<file path="src/rtl/sdram_ap_pkg.sv">
package sdram_ap_pkg;

  typedef enum logic [2:0] {
    CMD_NOP = 3'd0,
    CMD_ACT = 3'd1,
    CMD_RD  = 3'd2,
    CMD_WR  = 3'd3,
    CMD_PRE = 3'd4
  } cmd_e;

  typedef enum logic [2:0] {
    BK_IDLE,
    BK_OPEN,
    BK_WRAP,
    BK_RDAP,
    BK_RECOV,
    BK_PRECH
  } bank_st_e;

  // width of a down-counter able to hold the largest of three cycle counts
  function automatic int cnt_width(input int a, input int b, input int c);
    int m;
    m = a;
    if (b > m) m = b;
    if (c > m) m = c;
    return (m < 2) ? 1 : $clog2(m + 1);
  endfunction

  // which commands a bank accepts in a given state
  function automatic logic cmd_allowed(input cmd_e c, input bank_st_e s);
    case (c)
      CMD_ACT:                  return s == BK_IDLE;
      CMD_RD, CMD_WR, CMD_PRE:  return s == BK_OPEN;
      default:                  return 1'b0;
    endcase
  endfunction

endpackage

</file>
<file path="src/rtl/sdram_wr_burst.sv">
module sdram_wr_burst #(
  parameter int BL = 4,
  parameter int CW = 3
) (
  input  logic clk,
  input  logic rst_n,
  input  logic wr_go,
  input  logic rd_go,
  output logic burst_idle,
  output logic intr_go,
  output logic wr_accept
);

  logic [CW-1:0] beats_left;

  assign burst_idle = (beats_left == '0);
  // a legal read or write while beats remain cuts the running burst
  assign intr_go    = (rd_go || wr_go) && !burst_idle;
  // beat in the command cycle of a write, or in a running burst not cut by a read
  assign wr_accept  = wr_go || (!burst_idle && !rd_go);

  always_ff @(posedge clk) begin
    if (!rst_n)
      beats_left <= '0;
    else if (wr_go)
      beats_left <= CW'(BL - 1);
    else if (rd_go)
      beats_left <= '0;
    else if (!burst_idle)
      beats_left <= beats_left - 1'b1;
  end


  // a read (with no write) leaves no beat in the next cycle unless a new write comes
  rd_cut_chk: assert property (@(posedge clk) disable iff (!rst_n)
    (rd_go && !wr_go) |=> (wr_accept == wr_go));


  // a write always leaves beats pending in the next cycle when BL exceeds one
  wr_load_chk: assert property (@(posedge clk) disable iff (!rst_n)
    (wr_go && BL > 1) |=> !burst_idle);

endmodule

</file>
<file path="src/rtl/sdram_rd_pipe.sv">
module sdram_rd_pipe #(
  parameter int CL = 3,
  parameter int BL = 4,
  parameter int CW = 3
) (
  input  logic clk,
  input  logic rst_n,
  input  logic rd_go,
  output logic rd_valid
);

  localparam int PD = (CL < 2) ? 1 : CL - 1;

  logic [PD-1:0] lat_pipe;
  logic [CW-1:0] rd_left;
  logic          launch;

  initial begin
    if (CL < 2) $error("sdram_rd_pipe: CL must be at least 2");
  end

  assign launch   = lat_pipe[PD-1];
  assign rd_valid = (rd_left != '0);

  always_ff @(posedge clk) begin
    if (!rst_n) begin
      lat_pipe <= '0;
      rd_left  <= '0;
    end else begin
      lat_pipe[0] <= rd_go;
      for (int i = 1; i < PD; i++) lat_pipe[i] <= lat_pipe[i-1];
      if (launch)
        rd_left <= CW'(BL);
      else if (rd_valid)
        rd_left <= rd_left - 1'b1;
    end
  end


  // read data becomes valid only after a read has travelled the latency pipe
  rd_start_chk: assert property (@(posedge clk) disable iff (!rst_n)
    (rd_valid && !$past(rd_valid)) |-> $past(launch));

endmodule

</file>
<file path="src/rtl/sdram_bank_fsm.sv">
module sdram_bank_fsm
  import sdram_ap_pkg::*;
#(
  parameter int BL   = 4,
  parameter int TDPL = 2,
  parameter int TRP  = 3,
  parameter int CW   = 3
) (
  input  logic     clk,
  input  logic     rst_n,
  input  logic     act_go,
  input  logic     rd_go,
  input  logic     wr_go,
  input  logic     pre_go,
  input  logic     ap,
  input  logic     burst_idle,
  input  logic     intr_go,
  output bank_st_e st
);

  logic [CW-1:0] cnt;
  logic          cnt_zero;
  logic          rec_start;
  logic          pre_start;
  logic          to_idle;

  assign cnt_zero  = (cnt == '0);
  // recovery starts when the burst ends naturally or is cut by another bank
  assign rec_start = (st == BK_WRAP) && (burst_idle || intr_go);
  assign pre_start = ((st == BK_RECOV) || (st == BK_RDAP)) && cnt_zero;
  assign to_idle   = (st == BK_PRECH) && cnt_zero;

  always_ff @(posedge clk) begin
    if (!rst_n) begin
      st  <= BK_IDLE;
      cnt <= '0;
    end else begin
      case (st)
        BK_IDLE: if (act_go) st <= BK_OPEN;
        BK_OPEN: begin
          if (rd_go && ap) begin
            st  <= BK_RDAP;
            cnt <= CW'(BL - 1);
          end else if (wr_go && ap) begin
            st  <= BK_WRAP;
          end else if (pre_go) begin
            st  <= BK_PRECH;
            cnt <= CW'(TRP - 1);
          end
        end
        BK_WRAP: if (rec_start) begin
          st  <= BK_RECOV;
          cnt <= CW'(TDPL - 1);
        end
        BK_RDAP, BK_RECOV: begin
          if (pre_start) begin
            st  <= BK_PRECH;
            cnt <= CW'(TRP - 1);
          end else begin
            cnt <= cnt - 1'b1;
          end
        end
        BK_PRECH: begin
          if (to_idle) st <= BK_IDLE;
          else         cnt <= cnt - 1'b1;
        end
        default: st <= BK_IDLE;
      endcase
    end
  end


  // recovery is entered only from a write burst with auto precharge
  recov_entry_chk: assert property (@(posedge clk) disable iff (!rst_n)
    (st == BK_RECOV && $past(st) != BK_RECOV) |-> $past(st) == BK_WRAP);


  // a bank returns to idle only from precharging
  idle_entry_chk: assert property (@(posedge clk) disable iff (!rst_n)
    (st == BK_IDLE && $past(st) != BK_IDLE) |-> $past(st) == BK_PRECH);


  // precharging is reached only from open, recovery or a read burst with auto precharge
  prech_entry_chk: assert property (@(posedge clk) disable iff (!rst_n)
    (st == BK_PRECH && $past(st) != BK_PRECH) |->
      ($past(st) == BK_OPEN || $past(st) == BK_RECOV || $past(st) == BK_RDAP));

endmodule

</file>
<file path="src/rtl/sdram_ap_tracker.sv">
module sdram_ap_tracker
  import sdram_ap_pkg::*;
#(
  parameter int NB   = 4,
  parameter int BL   = 4,
  parameter int CL   = 3,
  parameter int TDPL = 2,
  parameter int TRP  = 3
) (
  input  logic                  clk,
  input  logic                  rst_n,
  input  logic [2:0]            cmd_code,
  input  logic [$clog2(NB)-1:0] cmd_bank,
  input  logic                  cmd_ap,
  output logic [NB-1:0]         bank_ready,
  output logic [NB-1:0]         bank_open,
  output logic [NB-1:0]         bank_recov,
  output logic [NB-1:0]         bank_prech,
  output logic                  wr_accept,
  output logic                  rd_valid,
  output logic                  proto_err
);

  localparam int CW = cnt_width(BL, TDPL, TRP);

  cmd_e     cmd;
  bank_st_e st_arr [NB];
  logic     real_cmd;
  logic     cmd_ok;
  logic     rd_any;
  logic     wr_any;
  logic     burst_idle;
  logic     intr_go;
  logic [NB-1:0] wrap_vec;

  assign cmd      = cmd_e'(cmd_code);
  assign real_cmd = (cmd == CMD_ACT) || (cmd == CMD_RD) ||
                    (cmd == CMD_WR)  || (cmd == CMD_PRE);
  assign cmd_ok   = real_cmd && cmd_allowed(cmd, st_arr[cmd_bank]);
  assign rd_any   = cmd_ok && (cmd == CMD_RD);
  assign wr_any   = cmd_ok && (cmd == CMD_WR);

  for (genvar b = 0; b < NB; b++) begin : g_bank
    logic sel;
    assign sel = (cmd_bank == b[$clog2(NB)-1:0]) && cmd_ok;

    sdram_bank_fsm #(
      .BL(BL), .TDPL(TDPL), .TRP(TRP), .CW(CW)
    ) u_fsm (
      .clk       (clk),
      .rst_n     (rst_n),
      .act_go    (sel && cmd == CMD_ACT),
      .rd_go     (sel && cmd == CMD_RD),
      .wr_go     (sel && cmd == CMD_WR),
      .pre_go    (sel && cmd == CMD_PRE),
      .ap        (cmd_ap),
      .burst_idle(burst_idle),
      .intr_go   (intr_go),
      .st        (st_arr[b])
    );

    assign bank_ready[b] = (st_arr[b] == BK_IDLE);
    assign bank_open[b]  = (st_arr[b] == BK_OPEN);
    assign bank_recov[b] = (st_arr[b] == BK_RECOV);
    assign bank_prech[b] = (st_arr[b] == BK_PRECH);
    assign wrap_vec[b]   = (st_arr[b] == BK_WRAP);


    // at most one of the visible flags per bank
    flag_onehot_chk: assert property (@(posedge clk) disable iff (!rst_n)
      $onehot0({bank_ready[b], bank_open[b], bank_recov[b], bank_prech[b]}));
  end

  sdram_wr_burst #(.BL(BL), .CW(CW)) u_wr (
    .clk       (clk),
    .rst_n     (rst_n),
    .wr_go     (wr_any),
    .rd_go     (rd_any),
    .burst_idle(burst_idle),
    .intr_go   (intr_go),
    .wr_accept (wr_accept)
  );

  sdram_rd_pipe #(.CL(CL), .BL(BL), .CW(CW)) u_rd (
    .clk     (clk),
    .rst_n   (rst_n),
    .rd_go   (rd_any),
    .rd_valid(rd_valid)
  );

  always_ff @(posedge clk) begin
    if (!rst_n) proto_err <= 1'b0;
    else        proto_err <= real_cmd && !cmd_ok;
  end


  // only one bank at a time can own the write data bus in an auto-precharge burst
  one_wrap_chk: assert property (@(posedge clk) disable iff (!rst_n)
    $countones(wrap_vec) <= 1);


  // an illegal write with no burst running produces no write beat
  err_no_beat_chk: assert property (@(posedge clk) disable iff (!rst_n)
    (cmd == CMD_WR && !cmd_ok && burst_idle) |-> !wr_accept);


  // an illegal command leaves the open flags as they were
  err_hold_chk: assert property (@(posedge clk) disable iff (!rst_n)
    (real_cmd && !cmd_ok && cmd == CMD_ACT) |=> $stable(bank_open));

endmodule

</file>
<file path="config.mk">
export PLATFORM = sky130hd
export DESIGN_NAME = sdram_ap_tracker
export DESIGN_NICKNAME = d
export VERILOG_FILES = /design/src/rtl/sdram_ap_pkg.sv /design/src/rtl/sdram_wr_burst.sv /design/src/rtl/sdram_rd_pipe.sv /design/src/rtl/sdram_bank_fsm.sv /design/src/rtl/sdram_ap_tracker.sv
export SDC_FILE = /design/constraint.sdc
export NUM_CORES = 1
export LEC_CHECK = 0
export BUFFER_PORTS_ARGS = -buffer_cell sky130_fd_sc_hd__buf_4
export CORE_MARGIN = 5
export CORE_UTILIZATION = 55
export DETAILED_ROUTE_END_ITERATION = 7
export PLACE_DENSITY_LB_ADDON = 0.1
export SLEW_MARGIN = 20
export SYNTH_ARGS = -nofsm -noshare
export SYNTH_HDL_FRONTEND = slang
export SYNTH_HIERARCHICAL = 1
export SYNTH_SLANG_ARGS = --single-unit
</file>
<file path="constraint.sdc">
create_clock -name clk -period 8.1 [get_ports clk]
set_input_delay 1.62 -clock clk [delete_from_list [all_inputs] [get_ports clk]]
set_output_delay 1.62 -clock clk [all_outputs]
set_load 0.03 [all_outputs]
</file>
## Word level (Yosys, flattened, before mapping)

Cells that the tools add are included.

- Memories kept: 0
- Bits in latches: 0
- Input port bits: 8
- Register bits after elaboration: 33
- ROM bits: 0
- RAM bits: 0
- Word-level logic and storage cells: 244
- Output and inout port bits: 19

- Reduce and logical (&&, ||, !) cells: 91
- Shift operators: 0
- Bitwise gates (word level): 2
- Equal/unequal tests: 61
- Muxes and demuxes: 69
- $mul: 0
- Div/mod/pow operators: 0
- Magnitude comparators: 1
- $add $sub $neg: 6

Operators with widths:

| operator | number |
|---|---|
| 2-to-1 mux 3 bit | 56 |
| one-hot mux 3 bit (5 select lines) | 4 |
| one-hot mux 3 bit (4 select lines) | 4 |
| logical AND 1 bit | 46 |
| AND reduction 5 bit | 8 |
| != test 2 x 1 -> 1 bit (second input constant) | 16 |
| == test 3 x 2 -> 1 bit (second input constant) | 10 |
| zero test 3 bit | 10 |
| == test 3 bit (second input constant) | 9 |
| == test 3 x 1 -> 1 bit (second input constant) | 6 |
| subtractor 3 x 1 -> 3 bit (second input constant) | 6 |
| != test 4 x 1 -> 1 bit (second input constant) | 4 |
| nonzero test 4 bit | 4 |
| != test 3 x 1 -> 1 bit (second input constant) | 5 |
| != test 3 x 2 -> 1 bit (second input constant) | 4 |
| logical OR 1 bit | 10 |
| OR reduction 2 bit | 5 |
| != test 2 bit (second input constant) | 4 |
| binary-select mux 3 bit (select 2 bit) | 1 |
| 2-to-1 mux 2 bit | 3 |
| OR reduction 3 bit | 2 |
| == test 2 bit (second input constant) | 2 |
| greater-or-equal comparator 3 bit (second input constant) | 1 |
| zero test 1 bit | 3 |
| other kinds (7) | 7 |

## Longest topological paths before layout

- Depth after elaboration: 14
- Mapped depth: 11
- Gate-level depth less buffers: 11

## By module

Netlist, hierarchy kept.

By module, submodules not included:

| module | times used | cells an instance | area each (µm²) | sequential area each (µm²) |
|---|---|---|---|---|
| sdram_bank_fsm (g_bank[0].u_fsm ...) | 2 | 66 | 550.5 | 120.1 |
| sdram_bank_fsm (g_bank[3].u_fsm) | 1 | 65 | 501.7 | 120.1 |
| sdram_bank_fsm (g_bank[2].u_fsm) | 1 | 59 | 457.9 | 120.1 |
| sdram_ap_tracker | 1 | 60 | 409.1 | 20.0 |
| sdram_rd_pipe | 1 | 22 | 220.2 | 100.1 |
| sdram_wr_burst | 1 | 22 | 182.7 | 60.1 |

## Least setup slack after synthesis

No wires, ideal clock.

- Path kind: input -> output
- From: input port cmd_bank[0]
- To: output port wr_accept
- Setup slack: 3358 ps
- Arrival time: 3122 ps
- Data required time: 6480 ps
- Path buffers: 1
- Cell stages on the path: 5
- Cells stage by stage: buf_6 mux4_2 nand4b_1 inv_1 o21bai_1

- Longest elaborated chain between the ends: 11
- Elaborated cells on any way between the ends: 13
- Classes of those cells: 1 x eq/ne; 4 x mux; 1 x bitwise; 7 x reduce/logical

Ends and longest elaborated chain:

| what | RTL line | text |
|---|---|---|
| start, declared | sdram_ap_tracker.sv:13 | `input logic [$clog2(NB)-1:0] cmd_bank,` |
| NOT 2 -> 3 bit (implied by the code) (*) | sdram_ap_tracker.sv:39 | `assign cmd_ok = real_cmd && cmd_allowed(cmd, st_arr[cmd_bank]);` |
| binary-select mux 3 bit (select 2 bit) (*) | sdram_ap_tracker.sv:39 |  |
| 2-to-1 mux 3 bit (implied by the code) (*) (2 in a row) | sdram_ap_tracker.sv:39 |  |
| == test 3 x 1 -> 1 bit / zero test 3 bit (equally long branches) | sdram_ap_pkg.sv:33, sdram_ap_pkg.sv:32 |  |
| one-hot mux 1 bit (2 select lines) (*) | sdram_ap_pkg.sv:31 | `case (c)` |
| logical AND 1 bit (*) | sdram_ap_tracker.sv:39 |  |
| logical AND 1 bit (*) | sdram_ap_tracker.sv:40 | `assign rd_any = cmd_ok && (cmd == CMD_RD);` |
| via rd_any | sdram_ap_tracker.sv:30 | `logic rd_any;` |
| zero test 1 bit (*) | sdram_wr_burst.sv:20 | `assign wr_accept = wr_go \|\| (!burst_idle && !rd_go);` |
| logical AND 1 bit (*) | sdram_wr_burst.sv:20 |  |
| logical OR 1 bit (*) | sdram_wr_burst.sv:20 |  |
| end, declared | sdram_ap_tracker.sv:19 | `output logic wr_accept,` |

The timed path passes the listed nets; every way through them passes the cells marked *. The select of a mux whose other input is x is not followed.

## Worst setup path in the final report

Ends and elaborated chain as after synthesis.

==> flow_metrics.py <==
metrics = {
    "setup_path": {
        "critical-path-top-delay-family": "multiplexers",
        "startpoint_type": "input port",
        "critical_path.n_buffers_inverters": 3,
        "number_of_cells_traversed_by_the_worst_register_to_register_path": 11,
        "worst-r2r-setup-slack_ps": 4960,
        "critPathKind": "input port to primary output",
        "critical-path-slowest-cell": "mux4_2",
        "worst_setup_path_end_kind": "primary output",
        "crit_path_end": "wr_accept",
        "r2r-start": "g_bank[1].u_fsm/st[1]",
        "critical_path.startpoint": "cmd_bank[0]",
        "slowest_delay_ps": 600,
        "required_ps": 6480,
        "timing.critical_path.depth": 6,
        "cp_max_fo": 9,
        "critical_path.cell_chain": "buf_4, mux4_2, nand4b_1, inv_1, o21bai_1, buf_4",
        "critical_path_arrival_ps": 3130,
        "cp_dominant_cell_by_count": "buf_4",
        "regToRegEndpoint": "g_bank[3].u_fsm/cnt[2]",
    },
    "sta": {
        "max_slew.worst_pin.slew_ps": 714,
        "slew_margin_rel_pct": 52.3,
        "grt_setup_unrepaired": "no",
        "hold_viol_final": 0,
        "clock.fmax_mhz": 210,
        "fin_setup_tns_ps": 0,
        "min_period_over_period_pct": 58.7,
        "hold_slack_ps": 435,
        "final.setup.worst_slack_ps": 3350,
        "maxSlewViolCount": 0,
        "setup-violations-final": 0,
        "period_minus_slack_ps": 4750,
        "finClkSkew_ps": 4.28,
    },
    "clock_network": {
        "worst_skew_late_latency_ps": 290,
        "clk_pin_slew_worst_paths_ps": 70,
        "cts_sinks": 33,
        "cts_buffers": 5,
        "postCtsHoldBufs": 0,
        "tritoncts": "yes",
        "cts_resized": 0,
        "htree_levels": 2,
        "clock_tree.root_cell": "clkbuf_8",
        "cts-root-to-sink-buffers": 2,
        "cts_post_setup_buffers_inserted": 0,
    },
    "logic_synthesis": {
        "synthArstFlopShare_pct": 0,
        "synth-edff-count": 0,
        "post_synth_num_cell_types": 70,
        "netlist_instances": 360,
        "post_synth.cell_area_avg_um2": 7.98,
        "synth_warnings": 6,
        "syn_area_um2": 2870,
        "synth.net_count": 381,
        "postSynthRegisterBits": 33,
        "synth_sequential_area_ratio_pct": 23.0,
        "synth_top_flop_cell": "dfxtp_1",
    },
    "global_route": {
        "combined_global_route_utilization_of_all_metal_layers_pct": 20.5,
        "congestion_overflow_gr": 0,
        "grt_antenna_before_repair": 0,
        "grt_pass1_wl_um": 11100,
        "largest_net_degree_at_the_start_of_global_routing": 41,
        "first_global_vias": 2436,
    },
    "routing": {
        "drt_pre_antenna_iters": 5,
        "drt-total-wl_um": 6270,
        "drc_violations_left": 0,
        "detail-route-antenna-nets": 0,
        "detail_route.wl_per_cell_um": 14.0,
        "detail_route.vias_per_cell": 5.91,
        "num_vias": 2646,
        "detailed_router_s_first_iteration_violation_count": 227,
    },
    "cells_and_area": {
        "area_growth_from_synthesis_to_layout_pct": 11.3,
        "nets": 398,
        "post_route_cells_drive_above_1_share_pct": 16.4,
        "layout.core_utilization_pct": 63.0,
        "antenna-diode-count": 0,
        "final_cell_mix": "nor2_1 (38), dfxtp_1 (33), inv_1 (28)",
        "n_fill_cell": 473,
        "final_common_cell": "nor2_1",
    },
    "power": {
        "pwr_density_cell_nw_per_um2": 228,
        "static-leakage-power_nw": 1.27,
        "post-layout-total-power_mw": 0.730,
        "power.ir.vdd_worst_v": 0.000144,
    },
    "floorplan": {
        "die_area_um2": 6770,
        "rows": 26,
        "initial_utilization_pct": 56.6,
        "io-pin-count": 27,
        "chipHeight_um": 82.3,
        "floorplan.die.width_um": 82.3,
        "placeableCoreArea_um2": 5070,
    },
    "place": {
        "io_buffer_count": 26,
        "routabilityCongestion": 0.823,
        "worst_slack_placed_ps": 3350,
        "post-dp-hpwl_um": 4490,
    },
    "outcome": {
        "outcome": "completed",
    },
    "min_path": {
        "hold_path_class": "flop to flop",
    },
    "flow_run": {
        "maxCapViolCount": 0,
    },
}
-- routing by layer --
| metal | share of wire (%) | global-route usage, % | routed length (µm) | up-vias |
|---|---|---|---|---|
| met5 | 0 | 0 | 0 | - |
| met4 | 0.99 | 5.32 | 62 | 0 |
| met3 | 4.4 | 3.69 | 276 | 5 |
| met2 | 47 | 33.3 | 2920 | 51 |
| met1 | 48 | 27.8 | 3010 | 1248 |
| li1 | - | - | - | 1342 |
-- power breakdown --
part | total, mW | internal (mW) | switching, mW
registers | 0.220 | 0.186 | 0.0332
logic | 0.323 | 0.137 | 0.187
clock network | 0.187 | 0.122 | 0.0643
-- logic make-up (layout without fill, tap and decap cells) --
group,Yosys count,count (layout),synth area share (%)
AND/OR/NAND/NOR,155,155,32.0
buffers and inverters,46,64,7.14
AO/OA/AOI/OAI,98,98,26.0
multiplexers,14,14,5.88
XOR/XNOR,1,1,0.305
adder cells (fa/ha/maj),13,13,5.66
flip-flops,33,33,23.0
-- worst reg2reg max path: stages (launching register included) --
cell and delay [ps]:
dfxtp_1 690, nor2_1 150, mux4_2 570, nand4b_1 250
inv_1 160, nor2_1 190, nor2_1 120, nor3b_1 330
a22o_1 260, a211oi_4 70, a21oi_2 180, a311oi_2 50
-- registers in the layout (all words and copies together) (netlist names) --
| register | cells |
|---|---|
| g_bank.u_fsm/cnt | 12 |
| g_bank.u_fsm/st | 12 |
| u_rd/rd_left | 3 |
| u_wr/beats_left | 3 |
| u_rd/lat_pipe | 2 |
| proto_err | 1 |
-- layout make-up --
| cell class | instances | area, µm² | share of cell area (%) |
|---|---|---|---|
| clock buffer | 5 | 68.8 | 2.15 |
| clock inverter | 3 | 65.1 | 2.04 |
| inverter | 30 | 113 | 3.52 |
| multi-input combinational | 281 | 2010 | 62.8 |
| sequential | 33 | 661 | 20.7 |
| tap | 70 | 87.6 | 2.74 |
| timing repair buffer | 26 | 195 | 6.11 |
-- stage by stage --
stage	cell area [µm²]	std cells
after floorplan	2870	360
after global placement	3060	440
after detailed placement	3060	440
after CTS	3200	448
after global routing	3200	448
final	3200	448
-- how the worst min path moves through the flow --
stage	from	end	slack, ps	cells past startpoint
after floorplan	u_rd/lat_pipe[0]	u_rd/lat_pipe[1]	410	1
after global placement	u_rd/lat_pipe[0]	u_rd/lat_pipe[1]	420	1
after detailed placement	u_rd/lat_pipe[0]	u_rd/lat_pipe[1]	420	1
after CTS	u_rd/lat_pipe[0]	u_rd/lat_pipe[1]	440	1
after global routing	u_rd/lat_pipe[0]	u_rd/lat_pipe[1]	470	1
final	u_rd/lat_pipe[0]	u_rd/lat_pipe[1]	440	1
-- cell usage after synthesis, types with 3 or more instances --
master	n	area (µm²)
nand3b_1	5	37.5
nand2_1	22	82.6
buf_4	3	22.5
and2_1	8	50.1
o2111ai_1	3	26.3
nor3_1	11	55.1
nand2b_1	8	50.1
a211oi_1	3	22.5
nor2_1	38	143
buf_2	4	20.0
mux2i_1	9	90.1
inv_1	28	105
nor3b_1	7	52.6
o211ai_1	4	30.0
o22ai_1	3	18.8
and3b_1	7	61.3
a21oi_1	10	50.1
ha_1	13	163
o21ai_0	17	85.1
clkbuf_1	6	22.5
nand3_1	7	35.0
o31a_1	3	26.3
nand2b_2	5	43.8
a21boi_0	3	22.5
or4bb_1	3	33.8
a211o_1	4	35.0
o31ai_1	3	22.5
a21o_1	3	22.5
nor2b_1	12	75.1
a22o_1	4	35.0
o21a_1	6	45.0
o311ai_0	3	26.3
o21ai_1	5	25.0
nand4_1	4	25.0
dfxtp_1	33	661
Power figures use the tool's default switching activity.
